## src/rtl/wpc_pkg.sv

```systemverilog
package wpc_pkg;

  typedef enum logic {NV_IDLE, NV_BUSY} nv_state_e;

  // Saturating one-place move inside [0, max_pos].
  function automatic int unsigned sat_step(int unsigned pos, int unsigned max_pos, logic up);
    if (up) return (pos >= max_pos) ? max_pos : pos + 1;
    return (pos == 0) ? 0 : pos - 1;
  endfunction

  // True when tap index idx is the selected one.
  function automatic logic tap_hit(int unsigned pos, int unsigned idx);
    return pos == idx;
  endfunction

endpackage

```

## src/rtl/wpc_sync.sv

```systemverilog
module wpc_sync #(
  parameter int unsigned     W       = 1,
  parameter logic [W-1:0]    RST_VAL = '0
) (
  input  logic         clk,
  input  logic         rst_n,
  input  logic [W-1:0] d,
  output logic [W-1:0] q
);
  logic [W-1:0] stage1, stage2;

  always_ff @(posedge clk or negedge rst_n) begin
    if (!rst_n) begin
      stage1 <= RST_VAL;
      stage2 <= RST_VAL;
    end else begin
      stage1 <= d;
      stage2 <= stage1;
    end
  end

  assign q = stage2;
endmodule

```

## src/rtl/wpc_counter.sv

```systemverilog
module wpc_counter #(
  parameter int unsigned POS_W = 7
) (
  input  logic             clk,
  input  logic             rst_n,
  input  logic             load,
  input  logic [POS_W-1:0] load_val,
  input  logic             step,
  input  logic             up,
  output logic [POS_W-1:0] pos
);
  localparam int unsigned MAX_POS = (1 << POS_W) - 1;

  logic [POS_W-1:0] pos_q, pos_d;

  always_comb begin
    pos_d = pos_q;
    if (load)      pos_d = load_val;
    else if (step) pos_d = POS_W'(wpc_pkg::sat_step(32'(pos_q), MAX_POS, up));
  end

  always_ff @(posedge clk or negedge rst_n) begin
    if (!rst_n) pos_q <= '0;
    else        pos_q <= pos_d;
  end

  assign pos = pos_q;
endmodule

```

## src/rtl/wpc_nvstore.sv

```systemverilog
module wpc_nvstore #(
  parameter int unsigned POS_W        = 7,
  parameter int unsigned STORE_CYCLES = 1_000_000,
  parameter int unsigned INIT_POS     = 64
) (
  input  logic             clk,
  input  logic             cold_rst_n,
  input  logic             rst_n,
  input  logic             start,
  input  logic [POS_W-1:0] wr_val,
  output logic [POS_W-1:0] nv_val,
  output logic             busy
);
  import wpc_pkg::*;

  localparam int unsigned TMR_W = $clog2(STORE_CYCLES + 1);

  nv_state_e        state;
  logic [TMR_W-1:0] tmr;
  logic [POS_W-1:0] nv_q;

  // Retained cell: only a cold start clears it.
  always_ff @(posedge clk or negedge cold_rst_n) begin
    if (!cold_rst_n)                    nv_q <= POS_W'(INIT_POS);
    else if (start && state == NV_IDLE) nv_q <= wr_val;
  end

  // Self-timed save window.
  always_ff @(posedge clk or negedge rst_n) begin
    if (!rst_n) begin
      state <= NV_IDLE;
      tmr   <= '0;
    end else begin
      case (state)
        NV_IDLE: if (start) begin
          state <= NV_BUSY;
          tmr   <= TMR_W'(STORE_CYCLES - 1);
        end
        NV_BUSY: begin
          if (tmr == '0) state <= NV_IDLE;
          else           tmr   <= tmr - TMR_W'(1);
        end
        default: state <= NV_IDLE;
      endcase
    end
  end

  assign nv_val = nv_q;
  assign busy   = (state == NV_BUSY);
endmodule

```

## src/rtl/wpc_decode.sv

```systemverilog
module wpc_decode #(
  parameter int unsigned POS_W = 7
) (
  input  logic [POS_W-1:0]        pos,
  output logic [(1<<POS_W)-1:0]   sel
);
  localparam int unsigned TAPS = 1 << POS_W;

  for (genvar i = 0; i < TAPS; i++) begin : g_tap
    assign sel[i] = wpc_pkg::tap_hit(32'(pos), i);
  end
endmodule

```

## src/rtl/wpc_ctrl.sv

```systemverilog
module wpc_ctrl #(
  parameter int unsigned POS_W        = 7,
  parameter int unsigned STORE_CYCLES = 1_000_000,
  parameter int unsigned INIT_POS     = 64
) (
  input  logic                    clk,
  input  logic                    cold_rst_n,
  input  logic                    rst_n,
  input  logic                    cs_n,
  input  logic                    inc,
  input  logic                    dir_up,
  output logic [POS_W-1:0]        wiper_pos,
  output logic [(1<<POS_W)-1:0]   tap_sel,
  output logic                    busy
);
  // bit 0 select, bit 1 strobe, bit 2 direction; idle levels 1,1,0
  logic [2:0] sync_q;
  logic       cs_s, inc_s, dir_s;
  logic       cs_prev, inc_prev, recall_q;
  logic       cs_rise, inc_fall;
  logic       step_ev, store_ev;
  logic [POS_W-1:0] nv_val;

  wpc_sync #(.W(3), .RST_VAL(3'b011)) u_sync (
    .clk(clk), .rst_n(rst_n), .d({dir_up, inc, cs_n}), .q(sync_q)
  );

  assign cs_s  = sync_q[0];
  assign inc_s = sync_q[1];
  assign dir_s = sync_q[2];

  always_ff @(posedge clk or negedge rst_n) begin
    if (!rst_n) begin
      cs_prev  <= 1'b1;
      inc_prev <= 1'b1;
      recall_q <= 1'b1;
    end else begin
      cs_prev  <= cs_s;
      inc_prev <= inc_s;
      recall_q <= 1'b0;
    end
  end

  // Named events for the checker.
  assign cs_rise  = ~cs_prev & cs_s;
  assign inc_fall = inc_prev & ~inc_s;
  assign step_ev  = inc_fall & ~cs_s & ~busy & ~recall_q;
  assign store_ev = cs_rise & inc_s & ~busy & ~recall_q;

  wpc_counter #(.POS_W(POS_W)) u_cnt (
    .clk(clk), .rst_n(rst_n), .load(recall_q), .load_val(nv_val),
    .step(step_ev), .up(dir_s), .pos(wiper_pos)
  );

  wpc_nvstore #(.POS_W(POS_W), .STORE_CYCLES(STORE_CYCLES), .INIT_POS(INIT_POS)) u_nv (
    .clk(clk), .cold_rst_n(cold_rst_n), .rst_n(rst_n), .start(store_ev),
    .wr_val(wiper_pos), .nv_val(nv_val), .busy(busy)
  );

  wpc_decode #(.POS_W(POS_W)) u_dec (
    .pos(wiper_pos), .sel(tap_sel)
  );
endmodule

```

## config.mk

```make
export PLATFORM = sky130hd
export DESIGN_NAME = wpc_ctrl
export DESIGN_NICKNAME = d
export VERILOG_FILES = /design/src/rtl/wpc_pkg.sv /design/src/rtl/wpc_sync.sv /design/src/rtl/wpc_counter.sv /design/src/rtl/wpc_nvstore.sv /design/src/rtl/wpc_decode.sv /design/src/rtl/wpc_ctrl.sv
export SDC_FILE = /design/constraint.sdc
export NUM_CORES = 1
export LEC_CHECK = 0
export BUFFER_PORTS_ARGS = -buffer_cell sky130_fd_sc_hd__buf_2
export CORE_MARGIN = 5
export CORE_UTILIZATION = 35
export CTS_BUF_LIST = sky130_fd_sc_hd__clkbuf_8
export DETAILED_ROUTE_END_ITERATION = 6
export PLACE_DENSITY = 0.71
export REMOVE_ABC_BUFFERS = 1
export SLEW_MARGIN = 20
export SYNTH_ARGS = -nofsm -noshare
export SYNTH_HDL_FRONTEND = slang
export SYNTH_SLANG_ARGS = --single-unit
```

## constraint.sdc

```tcl
create_clock -name clk -period 2.1 [get_ports clk]
set_clock_uncertainty 0.15 [all_clocks]
set_input_delay 0.42 -clock clk [delete_from_list [all_inputs] [get_ports clk]]
set_output_delay 0.42 -clock clk [all_outputs]
set_load 0.05 [all_outputs]
```

==> flow_summary_export.csv <==
group,metric,value,unit
status,outcome,"finished, violations left",
status,violations,"negative setup slack",
final_layout,final_core_util,0.872,
synth,synth_top_cells_by_area,"dfrtp_1 (30%), nor2_1 (19%), dfstp_2 (7.1%)",
synth,synth.avg_cell_area,7.39,um^2
sta,slew_headroom,0.518,
sta,rsz0062_at_grt,"yes",
grt,grt_max_degree,38,
drt,vias,4948,
synth,synth.cell_area,2980,um^2
die,die_h,102,um
die,ios,142,
drt,avgRoutedWirePerCell,31.1,um
grt,grt-ovfl-total,0,
final_layout,nets,643,
power_and_ir_drop,switchingPower,3.11,mW
drt,wirelength,22900,um
sta,setup_viol,156,
power_and_ir_drop,power_leakage,2.78,nW
drt,vias_per_cell,6.70,
clocking,cts.path.max_buffers,2,
final_layout,syn2layout_area_growth,142,%
clocking,cts_tree,"built",
clocking,h-tree-depth,2,
sta,hold_viol,0,
clocking,clock_latency,0.30,ns
die,die_x,102,um
sta,finalSetupTns,-41.19,ns
sta,tightest_slew,0.717,ns
flow_run,maxCapViolations,0,
synth,netlist_instances,403,
synth,synthDistinctLibCells,56,
drt,drt_iter0_drc,709,
grt,grt_pass1_vias,4376,
grt,grt_pass1_wl,25800,um
die,initial_utilization,0.361,
sta,worst_slack,-0.509,ns
power_and_ir_drop,ir_drop,0.000855,V
sta,period_needed,2.61,ns
critical_path,cp_cell_sequence,"buf_4, nor4_1, o21ai_0, a21o_1, a31oi_1",
drt,top_layer,"met5",
critical_path,end_kind,"flip-flop",
synth,ys_seq_elements,44,
synth,postSynth.asyncResetShare,1.00,
drt,ant_nets,0,
sta,drv_slew,0,
placed_design,dp_cells,676,
die,core_area,8260,um^2
sta,timing.fmax,0.383,GHz
synth,yosysSeqAreaShare,0.373,
die,std_cell_rows,33,
drt,met3_length,3220,um
synth,synth.largest_area_cell,"dfrtp_1",
critical_path,cp.arrival,2.60,ns
critical_path,slowest_stage,"nor4_1",
critical_path,max_stage_delay,0.65,ns
grt,grt_antenna_before_repair,1,
placed_design,pre_cts_ws,-0.108,ns
synth,synth_edf_count,0,
grt,gr-usage-all-layers,0.318,
synth,synth_top_area_share,0.302,
synth,ys.flop_type,"dfrtp_1",
critical_path,cp.required,2.09,ns
clocking,path_clk_slew,0.09,ns
drt,met2WireLength,9840,um
critical_path,start_kind,"flip-flop",
placed_design,gp_congestion,0.907,
drt,drcViolationCount,0,
drt,wl_met1,7980,um
power_and_ir_drop,internal_power,2.86,mW
drt,first_pass_iters,7,
clocking,numCtsBuffers,5,
critical_path,critPathKind,"reg2reg",
sta,hold-worst-slack,0.0123,ns
clocking,cts.sinks,44,
die,die-area,10500,um^2
critical_path,r2r_cells,5,
power_and_ir_drop,seqPwrFrac,0.235,
final_layout,layout-drive-gt1-share,0.728,
power_and_ir_drop,combPwrFrac,0.673,
hold_path,hold_class,"in2async",
synth,ys_warn_count,0,
power_and_ir_drop,clockPowerShare,0.092,
placed_design,portBuffers,141,
power_and_ir_drop,swShare,0.521,
power_and_ir_drop,power_density,830,nW/um^2
placed_design,dp_hpwl,8150,um
final_layout,stdcell_count,738,
sta,period_share,1.24,
clocking,cts_root_buf,"clkbuf_8",
critical_path,cp_max_fo,10,
[sequential cells by signal, summed over array words and instances (netlist names)]
signal	count
cs_prev	1
inc_prev	1
recall_q	1
u_cnt.pos	7
u_nv.busy	1
u_nv.nv_val	7
u_nv.tmr	20
u_sync.q	3
u_sync.stage1	3
[metal layers]
metal  vias to the layer above  global-route usage
met3                       196              0.0887
met5                         -                   0
li1                       1833                   -
met4                         2               0.149
met1                      2383               0.389
met2                       534               0.517
[final timing paths]
check                      slack [ns]             start          endpoint
max in group asynchronous        1.18        cold_rst_n    u_nv.nv_val[6]
min reg2reg                      0.20  u_sync.stage1[2]       u_sync.q[2]
min in group clk                 0.07              cs_n  u_sync.stage1[0]
max reg2reg                     -0.51      u_cnt.pos[2]      u_cnt.pos[3]
min                              0.01             rst_n      u_cnt.pos[1]
max                             -0.51      u_cnt.pos[2]      u_cnt.pos[3]
[cells by family (layout without fill, tap and decap cells)]
family	Yosys count	in the layout	synth area share
AO/OA/AOI/OAI	53	53	0.124
multiplexers	12	12	0.0403
buffers and inverters	35	262	0.0504
other	1	2	0.00126
AND/OR/NAND/NOR	252	254	0.386
flip-flops	44	44	0.373
adder cells (fa/ha/maj)	6	6	0.0252
[power groups by stage]
stage	clock, mW	sequential, mW	combinational, mW
floorplan	0	1.46	1.02
global placement	0	1.27	1.87
detailed placement	0	1.29	1.94
CTS	0.551	1.29	3.07
global route	0.584	1.40	4.08
finish	0.552	1.40	4.02
[cell usage after synthesis, drive strengths merged (7+ instances only)]
library cell and instances:
or4 8, o211ai 7, nand3 16, inv 8, dfrtp 36, dfstp 8
or3 8, o21ai 16, nor2 147, mux2i 12, nand2 38, clkbuf 23
a21oi 8
[final cells by class]
class | count | area (um^2)
multi-input cells | 326 | 3010
repair buffers | 246 | 2820
flip-flops and latches | 44 | 1120
fillers | 297 | 1050
well taps | 105 | 131
clock buffers | 6 | 82.6
inverters | 8 | 37.5
clock inverters | 2 | 7.51
diodes | 1 | 2.50
[cells in the final DEF, fill, tap and decap left out, drive strengths merged, types with 6 or more instances in the layout]
cell / count
or3: 9
inv: 10
nor4: 6
nor3: 6
nor2: 147
o211ai: 7
nand2: 38
buf: 242
clkbuf: 9
nand3: 16
or4: 8
dfstp: 8
ha: 6
dfrtp: 36
mux2i: 12
o21ai: 16
a21oi: 8
[critical path, delay by kind of cell, from the launching register on]
family	cells	cell delay, ns
AO/OA/AOI/OAI	3	0.93
AND/OR/NAND/NOR	1	0.65
flip-flops	1	0.50
buffers and inverters	1	0.22
[timing repair]
action,4_1_cts,5_1_grt
cloned,5,4
gates resized for setup,523,164
hold buffers,1,0
buffers inserted,26,18
endpoints found under the hold margin,6,0
setup endpoints to repair,140,155
pin swaps,36,36
[per-stage QoR]
step | power (mW) | area (um^2)
after detailed placement | 3.22 | 4100
after global routing | 6.07 | 7200
after CTS | 4.91 | 6280
final | 5.98 | 7200
after global placement | 3.15 | 4100
after floorplan | 2.48 | 2860
Power figures use the tool's default switching activity.
